`config.mk`:
```
export PLATFORM = sky130hd
export DESIGN_NAME = gpio_port
export DESIGN_NICKNAME = d
export VERILOG_FILES = /design/src/rtl/gpio_port_pkg.sv /design/src/rtl/gpio_port_ctrl.sv /design/src/rtl/gpio_port_sync.sv /design/src/rtl/gpio_port_datapath.sv /design/src/rtl/gpio_port.sv
export SDC_FILE = /design/constraint.sdc
export NUM_CORES = 1
export LEC_CHECK = 0
export BUFFER_PORTS_ARGS = -buffer_cell sky130_fd_sc_hd__buf_4
export CORE_AREA = 2 2 67 69
export CTS_BUF_LIST = sky130_fd_sc_hd__clkbuf_4
export DETAILED_ROUTE_END_ITERATION = 8
export DIE_AREA = 0 0 69 71
export GPL_ROUTABILITY_DRIVEN = 1
export GPL_TIMING_DRIVEN = 0
export MAX_ROUTING_LAYER = met4
export PLACE_DENSITY = 0.68
export SYNTH_ARGS = -nofsm -noshare
export SYNTH_HDL_FRONTEND = slang
export SYNTH_HIERARCHICAL = 1
export SYNTH_SLANG_ARGS = --single-unit
export TNS_END_PERCENT = 20
```
`constraint.sdc`:
```
create_clock -name clk -period 1.2 [get_ports clk]
set_clock_uncertainty 0.05 [all_clocks]
set_input_delay 0.24 -clock clk [delete_from_list [all_inputs] [get_ports clk]]
set_output_delay 0.24 -clock clk [all_outputs]
set_load 0.03 [all_outputs]
```
`src/rtl/gpio_port_pkg.sv`:
```
package gpio_port_pkg;

  localparam int ADDR_W = 2;

  localparam logic [ADDR_W-1:0] ADDR_PIN = 2'd0;
  localparam logic [ADDR_W-1:0] ADDR_DIR = 2'd1;
  localparam logic [ADDR_W-1:0] ADDR_OUT = 2'd2;

  typedef struct packed {
    logic wrDir;
    logic wrOut;
    logic wrToggle;
    logic rdPin;
    logic rdDir;
    logic rdOut;
  } portStrobes_t;

endpackage

```
`src/rtl/gpio_port_ctrl.sv`:
```
module gpio_port_ctrl
  import gpio_port_pkg::*;
(
  input  logic                clk,
  input  logic                rstN,
  input  logic [ADDR_W-1:0]   busAddr,
  input  logic                busWrEn,
  input  logic                busRdEn,
  output portStrobes_t        strobes
);

  always_comb begin
    strobes          = '0;
    strobes.wrToggle = busWrEn && (busAddr == ADDR_PIN);
    strobes.wrDir    = busWrEn && (busAddr == ADDR_DIR);
    strobes.wrOut    = busWrEn && (busAddr == ADDR_OUT);
    strobes.rdPin    = busRdEn && (busAddr == ADDR_PIN);
    strobes.rdDir    = busRdEn && (busAddr == ADDR_DIR);
    strobes.rdOut    = busRdEn && (busAddr == ADDR_OUT);
  end

  // at most one register is selected per access
  assert_one_write_R8: assert property (@(posedge clk) disable iff (!rstN)
    $onehot0({strobes.wrDir, strobes.wrOut, strobes.wrToggle}));
  assert_one_read_R8: assert property (@(posedge clk) disable iff (!rstN)
    $onehot0({strobes.rdPin, strobes.rdDir, strobes.rdOut}));

endmodule

```
`src/rtl/gpio_port_sync.sv`:
```
module gpio_port_sync #(
  parameter int WIDTH = 8
) (
  input  logic             clk,
  input  logic             rstN,
  input  logic             hold,
  input  logic [WIDTH-1:0] asyncIn,
  output logic [WIDTH-1:0] syncOut
);

  logic [WIDTH-1:0] captureStage;

  always_ff @(posedge clk or negedge rstN) begin
    if (!rstN) begin
      captureStage <= '0;
      syncOut      <= '0;
    end else begin
      if (!hold) captureStage <= asyncIn;
      syncOut <= captureStage;
    end
  end

  assert_freeze_R7: assert property (@(posedge clk) disable iff (!rstN)
    hold |=> $stable(captureStage));
  assert_pipe_R5: assert property (@(posedge clk) disable iff (!rstN)
    1'b1 |=> syncOut == $past(captureStage));

endmodule

```
`src/rtl/gpio_port_datapath.sv`:
```
module gpio_port_datapath
  import gpio_port_pkg::*;
#(
  parameter int PIN_COUNT = 8
) (
  input  logic                 clk,
  input  logic                 rstN,
  input  portStrobes_t         strobes,
  input  logic [PIN_COUNT-1:0] wrData,
  input  logic                 pullupDisable,
  input  logic                 sleepEn,
  input  logic [PIN_COUNT-1:0] padIn,
  output logic [PIN_COUNT-1:0] padOe,
  output logic [PIN_COUNT-1:0] padOut,
  output logic [PIN_COUNT-1:0] pullEn,
  output logic [PIN_COUNT-1:0] rdData
);

  logic [PIN_COUNT-1:0] dirReg;
  logic [PIN_COUNT-1:0] outReg;
  logic [PIN_COUNT-1:0] pinSync;

  always_ff @(posedge clk or negedge rstN) begin
    if (!rstN) begin
      dirReg <= '0;
      outReg <= '0;
    end else begin
      if (strobes.wrDir)         dirReg <= wrData;
      if (strobes.wrOut)         outReg <= wrData;
      else if (strobes.wrToggle) outReg <= outReg ^ wrData;
    end
  end

  gpio_port_sync #(.WIDTH(PIN_COUNT)) u_sync (
    .clk     (clk),
    .rstN    (rstN),
    .hold    (sleepEn),
    .asyncIn (padIn),
    .syncOut (pinSync)
  );

  for (genvar i = 0; i < PIN_COUNT; i++) begin : g_pin
    assign padOe[i]  = dirReg[i];
    assign padOut[i] = outReg[i];
    assign pullEn[i] = !dirReg[i] && outReg[i] && !pullupDisable;
  end

  always_comb begin
    rdData = '0;
    if (strobes.rdPin)      rdData = pinSync;
    else if (strobes.rdDir) rdData = dirReg;
    else if (strobes.rdOut) rdData = outReg;
  end

  assert_dir_hold_R2: assert property (@(posedge clk) disable iff (!rstN)
    !strobes.wrDir |=> $stable(padOe));
  assert_out_hold_R3: assert property (@(posedge clk) disable iff (!rstN)
    !(strobes.wrOut || strobes.wrToggle) |=> $stable(padOut));
  assert_toggle_R4: assert property (@(posedge clk) disable iff (!rstN)
    strobes.wrToggle |=> padOut == ($past(padOut) ^ $past(wrData)));
  assert_pull_only_input_R6: assert property (@(posedge clk) disable iff (!rstN)
    (pullEn & padOe) == '0);

endmodule

```
`src/rtl/gpio_port.sv`:
```
module gpio_port
  import gpio_port_pkg::*;
#(
  parameter int PIN_COUNT = 8
) (
  input  logic                 clk,
  input  logic                 rstN,
  input  logic [ADDR_W-1:0]    busAddr,
  input  logic                 busWrEn,
  input  logic [PIN_COUNT-1:0] busWrData,
  input  logic                 busRdEn,
  output logic [PIN_COUNT-1:0] busRdData,
  input  logic                 pullupDisable,
  input  logic                 sleepEn,
  input  logic [PIN_COUNT-1:0] padIn,
  output logic [PIN_COUNT-1:0] padOe,
  output logic [PIN_COUNT-1:0] padOut,
  output logic [PIN_COUNT-1:0] pullEn
);

  portStrobes_t strobes;

  gpio_port_ctrl u_ctrl (
    .clk     (clk),
    .rstN    (rstN),
    .busAddr (busAddr),
    .busWrEn (busWrEn),
    .busRdEn (busRdEn),
    .strobes (strobes)
  );

  gpio_port_datapath #(.PIN_COUNT(PIN_COUNT)) u_dp (
    .clk           (clk),
    .rstN          (rstN),
    .strobes       (strobes),
    .wrData        (busWrData),
    .pullupDisable (pullupDisable),
    .sleepEn       (sleepEn),
    .padIn         (padIn),
    .padOe         (padOe),
    .padOut        (padOut),
    .pullEn        (pullEn),
    .rdData        (busRdData)
  );

endmodule

```
# == Word-level counts from Yosys, hierarchy flattened ==
# Index checks and enable logic that the tools add are counted.
# op_classes
bitwise_logic,1
eq_ne,2
reduce_logical,33
mux,5
# op_table
cell,n
8-bit two-way mux,5
1-bit logical AND,22
1-bit zero test,9
8-bit bitwise XOR,1
"2-bit by 1-bit == test with 1-bit output, second input constant",1
"2-bit == test, second input constant",1
2-bit zero test,1
2-bit nonzero test,1
# totals
out_inout_bits,32
regBits,32
in_bits,24

# == Longest topological paths before layout ==
# Gate-level depths: netlist of run 1.
# logic_depth
ltp_word,5
mapped_depth,4
depth_no_buf,3

# == Hierarchy ==
# Netlist of run 1, hierarchy kept.
# modules_own_cells
mod,n_inst,cells_each,seq_area_each_um2,area_each_um2
gpio_port_datapath,1,111,400.4,1056.0
gpio_port_sync,1,25,400.4,531.8
gpio_port_ctrl,1,6,0.0,50.0

# == Worst setup path after synthesis of run 1 ==
# OpenSTA, ideal clock, no wires.
# synth_path
path_type,input port to output port
from,in busAddr[1]
to,out busRdData[5]
cell_stages,4
arrival_ps,1417
path_slack_ps,-507
required_time_ps,910
cell_sequence,nor3b_1 buf_2 a21oi_1 a21oi_1
# synth_between
elab_chain_cells,5
elab_cells_between_ends,9
classes_between,eq/ne: 2; mux: 3; reduce/logical: 4
# synth_rtl
item,line,source
"start, declared",gpio_port.sv:8,"input logic [ADDR_W-1:0] busAddr,"
2-bit == test,gpio_port_ctrl.sv:19,strobes.rdOut = busRdEn && (busAddr == ADDR_OUT);
1-bit logical AND,gpio_port_ctrl.sv:19,
8-bit two-way mux,gpio_port_datapath.sv:52,else if (strobes.rdOut) rdData = outReg;
8-bit two-way mux,gpio_port_datapath.sv:51,else if (strobes.rdDir) rdData = dirReg;
8-bit two-way mux *,gpio_port_datapath.sv:50,if (strobes.rdPin) rdData = pinSync;
"end, declared",gpio_port.sv:12,"output logic [PIN_COUNT-1:0] busRdData,"
# Every way passes the cells marked *; elsewhere a longest branch is shown, timed or not.

==> results.py, run 1 <==
metrics = {
    "run_status": {
        "status": "complete, but fails checks",
        "violations": "setup timing",
    },
    "final_layout": {
        "synthToLayoutAreaGrowth_pct": 64.8,
        "final_nets": 238,
        "layout_commonest_cell": "buf_6",
        "fillers": 342,
        "antennaDiodeCount": 0,
        "drive_above_1_share": 0.670,
        "final_cell_mix": "38 x buf_6, 29 x buf_4, 24 x dfrtp_1",
        "stdcell_count": 267,
        "stdcell_area_um2": 2700,
    },
    "pwr": {
        "p_per_area_nw_per_um2": 1290,
        "cellLeakagePower_nw": 1.22,
        "ir_worst_vdd_uv": 698,
    },
    "yosys": {
        "syn_avg_cell_area_um2": 11.5,
        "synth_xor_area_frac": 0,
        "synth_area_leaders": "dfrtp_1 49%, mux2_4 7.3%, mux2_2 5.5%",
        "yosys.area_share.simple": 0.183,
        "synth.mux.area_fraction": 0.128,
        "synth_top_area_cell": "dfrtp_1",
        "synth_compound_area_frac": 0.129,
        "postSynthCellCount": 142,
        "ys_types": 25,
        "synth_nets": 166,
        "synth_top_family_by_area": "simple AND/OR/NAND/NOR gates",
        "synth-edff-count": 0,
        "ys_seq_area_frac": 0.489,
        "netlist.area_leader.share": 0.489,
        "synth_area_um2": 1640,
        "ys_async_sr_fraction": 1.00,
        "synthFlopType": "dfrtp_1",
        "yosysWarningCount": 6,
        "synthAdderAreaFrac": 0,
        "synth-seq-cells": 32,
    },
    "sta": {
        "period_needed_ns": 1.54,
        "fmax_mhz": 648,
        "tightest_slew_ns": 0.487,
        "hold_viol": 0,
        "post-route-period-util": 1.29,
        "finalWorstSetupSlack_ns": -0.343,
        "relSlewSlack": 0.675,
        "rsz0062_at_grt": "true",
        "setup_violations": 34,
        "maxSlewViolCount": 0,
    },
    "grt": {
        "grt_max_degree": 33,
        "grt_pass1_vias": 1352,
        "grt_antenna_before_repair": 0,
        "gr-usage-all-layers": 0.186,
        "grt_pass1_wl_mm": 7.01,
        "grt_overflow": 0,
    },
    "floorplan": {
        "num_rows": 24,
        "start_util": 0.390,
        "core_um2": 4200,
        "dieHeight_um": 71,
        "io_pins": 56,
        "fp.dieArea_um2": 4900,
        "die_w_um": 69,
    },
    "worst_setup_path": {
        "critPathTopFamily": "simple AND/OR/NAND/NOR gates",
        "cp_data_required_time_ns": 0.91,
        "startpoint_type": "input pin",
        "critPathSlowestCell": "and3b_2",
        "cp.arrival_ns": 1.25,
        "worstSetupPathType": "in2out",
        "crit_buf_inv": 3,
        "critical_path.max_fanout": 7,
        "cp_cell_sequence": "buf_6 > and3b_2 > buf_6 > nand3b_1 > a21oi_4 > buf_6",
        "crit_path_max_incr_delay_ns": 0.28,
        "r2r_start": "u_dp/padOut[7]$_DFFE_PN0P_",
        "crit_start": "busRdEn",
        "cp-end-kind": "output pin",
        "path_common_cell": "buf_6",
    },
    "placed_design": {
        "hpwl_mm": 2.97,
        "routabilityCongestion": 0.817,
        "placed_cells": 247,
        "io_buffers": 53,
        "place_area_um2": 2300,
        "pre_cts_ws_ns": -0.731,
    },
    "drt": {
        "vias": 1422,
        "dr.pass1.iters": 4,
        "wl_per_cell_um": 16.6,
        "drc": 0,
        "drtIter0Drc": 75,
        "postRouteAntennaNets": 0,
        "drt_wl_total_mm": 4.44,
        "viasPerCell": 5.33,
    },
    "run": {
        "max-cap-violations": 0,
    },
    "clock_network": {
        "clkTransAtPathRegs_ns": 0.09,
        "clock-sinks": 32,
        "cts.htree.levels": 2,
        "cts_made_buffers": 5,
        "worstSkewPairLatency_ns": 0.32,
        "root_buffer": "clkbuf_4",
        "cts_tree": "done",
        "clk_path_buf_depth": 2,
    },
    "min_path": {
        "hold_path_class": "in2reg",
        "holdCritStartpoint": "padIn[2]",
    },
}
==> cell families after synthesis <==
kind of cell,after synthesis
muxes,16
buffers and inverters,23
DFF,32
AOI/OAI and AO/OA,31
and+or+nand+nor,40
==> layout make-up <==
type	count	area (um^2)	area share
Multi-Input combinational cell	87	978	0.363
Clock buffer	5	37.5	0.0139
Buffer	9	85.1	0.0315
Inverter	14	52.6	0.0195
Clock inverter	3	13.8	0.00510
Timing Repair Buffer	65	656	0.243
Tap cell	52	65.1	0.0241
Sequential cell	32	811	0.300
==> registers in the layout, summed over array words and instances (netlist names) <==
name	count
u_dp/padOe	8
u_dp/padOut	8
u_dp/u_sync/captureStage	8
u_dp/u_sync/syncOut	8
==> power by group <==
part / switching (mW) / internal, mW / total, mW
clock: 0.361 / 0.215 / 0.576
combinational: 0.738 / 0.706 / 1.44
sequential: 0.201 / 1.25 / 1.45
==> Yosys cell counts (3+ instances only) <==
cell type / count
nor3_1: 7
a21oi_1: 16
inv_1: 14
mux2_4: 8
dfrtp_1: 32
o21ai_0: 6
a221oi_1: 3
buf_2: 3
and4b_2: 3
and4b_1: 4
nand3b_1: 8
buf_6: 3
a221oi_2: 4
nor2b_1: 8
nor3b_1: 3
mux2_2: 8
and3b_1: 4
==> worst paths after layout <==
path                                                      endpoint  slack [ns]  cells after the start
min in group asynchronous               u_dp/padOut[4]$_DFFE_PN0P_        0.32                      2
max reg2reg                             u_dp/padOut[7]$_DFFE_PN0P_           0                      3
min                        u_dp/u_sync/captureStage[2]$_DFFE_PN0N_        0.09                      2
max                                                   busRdData[3]       -0.34                      6
max in group asynchronous                u_dp/padOe[6]$_DFFE_PN0P_        0.44                      2
min reg2reg                       u_dp/u_sync/syncOut[7]$_DFF_PN0_        0.34                      0
==> worst reg2reg max path, stage by stage (launching register included) <==
cell and delay, ns:
dfrtp_1 0.44, buf_4 0.16, or3_1 0.34, o211a_1 0.11
==> routing by layer <==
layer	global-route usage	vias up	wire, um
li1	-	657	-
met1	0.234	705	1880
met2	0.306	56	2250
met3	0.0484	4	275
met4	0.0392	0	24
met5	-	-	0
==> per-stage QoR <==
step | hold slack [ns] | utilization | power (mW) | TNS, ns
floorplan | -0.106 | - | 2.19 | -2.03
detailed placement | 0.156 | 0.548 | 2.65 | -12.44
global placement | 0.143 | 0.548 | 2.61 | -12.23
global route | 0.0679 | 0.642 | 3.63 | -7.09
CTS | 0.0729 | 0.623 | 3.41 | -5.74
finish | 0.0890 | 0.642 | 3.47 | -5.49
==> repair_timing <==
action,CTS,global route
buffers inserted,6,3
hold buffers,1,0
setup endpoints to repair,40,34
cloned,1,1
gates resized for setup,61,11
endpoints found under the hold margin,32,0
pin swaps,9,6
Note: power is estimated with default switching activity, not from simulation.
==> run 2, diff against run 1 <==
--- a/config.mk
+++ b/config.mk
@@ -5,15 +5,16 @@
 export SDC_FILE = /design/constraint.sdc
 export NUM_CORES = 1
 export LEC_CHECK = 0
+export ABC_AREA = 1
 export BUFFER_PORTS_ARGS = -buffer_cell sky130_fd_sc_hd__buf_4
-export CORE_AREA = 2 2 67 69
+export CORE_AREA = 2 2 68 70
 export CTS_BUF_LIST = sky130_fd_sc_hd__clkbuf_4
 export DETAILED_ROUTE_END_ITERATION = 8
-export DIE_AREA = 0 0 69 71
+export DIE_AREA = 0 0 70 72
 export GPL_ROUTABILITY_DRIVEN = 1
 export GPL_TIMING_DRIVEN = 0
 export MAX_ROUTING_LAYER = met4
-export PLACE_DENSITY = 0.68
+export PLACE_DENSITY = 0.66
 export SYNTH_ARGS = -nofsm -noshare
 export SYNTH_HDL_FRONTEND = slang
 export SYNTH_HIERARCHICAL = 1
==> run 2 against run 1 <==
  * The flow still finishes with violations (setup timing)
  * Register-to-register slack improved by 0.18 ns
  * Non-clock buffer count grew 18
  * Combinational power grew 14%
  * Synthesized area hardly changed
  * Count of clock-buffer cells in the layout unchanged
  * Critical path depth increased by 4
  * Utilization grew 6.2 points
  * Synthesized cell count up 60%
  * Largest cell class unchanged
  * Highest routed layer unchanged
==> results.py, run 2 <==
metrics = {
    "clock_network": {
        "cts.htree.levels": 2,
        "worstSkewPairLatency_ns": 0.34,
        "clock-sinks": 32,
        "clkTransAtPathRegs_ns": 0.10,
        "root_buffer": "clkbuf_4",
        "cts_tree": "done",
        "cts_made_buffers": 5,
        "clk_path_buf_depth": 2,
    },
    "drt": {
        "drt_wl_total_mm": 5.16,
        "postRouteAntennaNets": 0,
        "wl_per_cell_um": 14.0,
        "vias": 1775,
        "dr.pass1.iters": 4,
        "drtIter0Drc": 82,
        "viasPerCell": 4.81,
        "drc": 0,
    },
    "grt": {
        "gr-usage-all-layers": 0.200,
        "grt_pass1_vias": 1631,
        "grt_max_degree": 33,
        "grt_pass1_wl_mm": 7.44,
        "grt_antenna_before_repair": 0,
        "grt_overflow": 0,
    },
    "pwr": {
        "p_per_area_nw_per_um2": 1280,
        "ir_worst_vdd_uv": 883,
        "cellLeakagePower_nw": 1.55,
    },
    "floorplan": {
        "dieHeight_um": 72,
        "core_um2": 4260,
        "start_util": 0.384,
        "die_w_um": 70,
        "fp.dieArea_um2": 5040,
        "io_pins": 56,
        "num_rows": 24,
    },
    "yosys": {
        "ys_types": 14,
        "ys_seq_area_frac": 0.489,
        "yosys.area_share.simple": 0.363,
        "synth_area_um2": 1640,
        "synthFlopType": "dfrtp_1",
        "synth.mux.area_fraction": 0,
        "yosysWarningCount": 6,
        "synth_most_common_cell": "nor2_1",
        "synth_compound_area_frac": 0.0244,
        "synth_top_family_by_area": "simple AND/OR/NAND/NOR gates",
        "postSynthCellCount": 227,
        "synth-edff-count": 0,
        "synth-seq-cells": 32,
        "synth_xor_area_frac": 0,
        "synth_top_area_cell": "dfrtp_1",
        "synth_area_leaders": "dfrtp_1 49%, nor2_1 18%, nand2_1 12%",
        "netlist.area_leader.share": 0.489,
        "syn_avg_cell_area_um2": 7.22,
        "synthAdderAreaFrac": 0,
        "synth_nets": 251,
        "ys_top_cells_by_count": "78 x nor2_1, 51 x nand2_1, 32 x dfrtp_1",
        "ys_async_sr_fraction": 1.00,
    },
    "placed_design": {
        "io_buffers": 53,
        "routabilityCongestion": 0.794,
        "hpwl_mm": 3.03,
    },
    "worst_setup_path": {
        "cp-end-kind": "output pin",
        "critical_path.max_fanout": 5,
        "worst-r2r-setup-slack_ns": 0.18,
        "cp.arrival_ns": 1.25,
        "cp_data_required_time_ns": 0.91,
        "startpoint_type": "input pin",
        "worstSetupPathType": "in2out",
    },
    "min_path": {
        "hold_path_class": "in2reg",
    },
    "run": {
        "max-cap-violations": 0,
    },
    "run_status": {
        "violations": "setup timing",
        "status": "complete, but fails checks",
    },
    "final_layout": {
        "drive_above_1_share": 0.552,
        "antennaDiodeCount": 0,
        "fillers": 328,
        "final_cell_mix": "47 x buf_6, 45 x nor2_1, 37 x buf_4",
        "final_nets": 340,
        "layout_commonest_cell": "buf_6",
        "synthToLayoutAreaGrowth_pct": 83.1,
    },
    "sta": {
        "fmax_mhz": 650,
        "tns_ns": -7.21,
        "relSlewSlack": 0.653,
        "finalWorstSetupSlack_ns": -0.338,
        "rsz0062_at_grt": "true",
        "hold_viol": 0,
        "post-route-period-util": 1.28,
        "setup_violations": 32,
        "period_needed_ns": 1.54,
        "maxSlewViolCount": 0,
        "tightest_slew_ns": 0.521,
        "worst_hold_slack_ns": 0.0335,
    },
}
## run 2: logic make-up (layout without fill, tap and decap cells)
group,after synthesis,in the layout
buf+inv,41,131
compound gates,8,8
flops,32,32
simple gates,146,146
## run 2: cell type report
type / instances / area [um^2] / area share
well taps: 52 / 65.1 / 0.0217
clock inverters: 3 / 42.5 / 0.0142
multi-input cells: 154 / 972 / 0.324
clock buffers: 5 / 37.5 / 0.0125
flip-flops and latches: 32 / 810 / 0.270
inverters: 31 / 134 / 0.0446
plain buffers: 9 / 91.3 / 0.0304
repair buffers: 83 / 848 / 0.283
## run 2: where the power goes
group / total [mW] / switching, mW / internal, mW / leakage [nW]
Combinational: 1.64 / 0.871 / 0.767 / 1.14
Clock: 0.818 / 0.384 / 0.434 / 0.0412
Sequential: 1.38 / 0.143 / 1.23 / 0.371
## run 2: through the flow
step / power (mW) / cells / instance area (um^2) / worst slack (ns) / utilization
3_3_place_gp: 2.47 / 332 / 2280 / -0.416 / 0.536
2_1_floorplan: 2.07 / 227 / 1820 / -0.0951 / -
6_report: 3.83 / 369 / 3000 / -0.338 / 0.704
3_5_place_dp: 2.48 / 332 / 2280 / -0.426 / 0.536
4_1_cts: 3.63 / 360 / 2760 / -0.329 / 0.648
5_1_grt: 4.02 / 369 / 3000 / -0.404 / 0.704
## run 2: final timing paths
kind | from | to | depth (start not counted)
min in group asynchronous | rstN | u_dp/padOe[3]$_DFFE_PN0P_ | 2
worst max register to register | u_dp/padOut[6]$_DFFE_PN0P_ | u_dp/padOut[6]$_DFFE_PN0P_ | 5
max in group asynchronous | rstN | u_dp/padOut[2]$_DFFE_PN0P_ | 2
worst min register to register | u_dp/u_sync/captureStage[6]$_DFFE_PN0N_ | u_dp/u_sync/syncOut[6]$_DFF_PN0_ | 0
worst max-delay path | busRdEn | busRdData[1] | 10
worst min-delay path | padIn[3] | u_dp/u_sync/captureStage[3]$_DFFE_PN0N_ | 3
## run 2: repair_timing
| item | in CTS | in global routing |
|---|---|---|
| gates resized for setup | 70 | 50 |
| hold buffers | 1 | 0 |
| gates cloned | 1 | 0 |
| buffers inserted | 18 | 10 |
| endpoints found under the setup margin | 32 | 32 |
| pin swaps | 14 | 20 |
| hold endpoints to repair | 32 | 0 |
## run 2: worst max-delay path, stage by stage
cell and delay, ns:
buf_4 0.12, inv_4 0.07, nor2_4 0.04, buf_6 0.12, buf_12 0.12, buf_16 0.13, nor2_1 0.12, nor2_2 0.07
nor2_4 0.08, buf_6 0.13
## run 2: metal layers
metal	GRT usage	up-vias	wire length, um
met5	-	-	0
met4	0.0962	0	81
met3	0.0319	7	231
met2	0.344	50	2760
met1	0.229	851	2080
li1	-	867	-
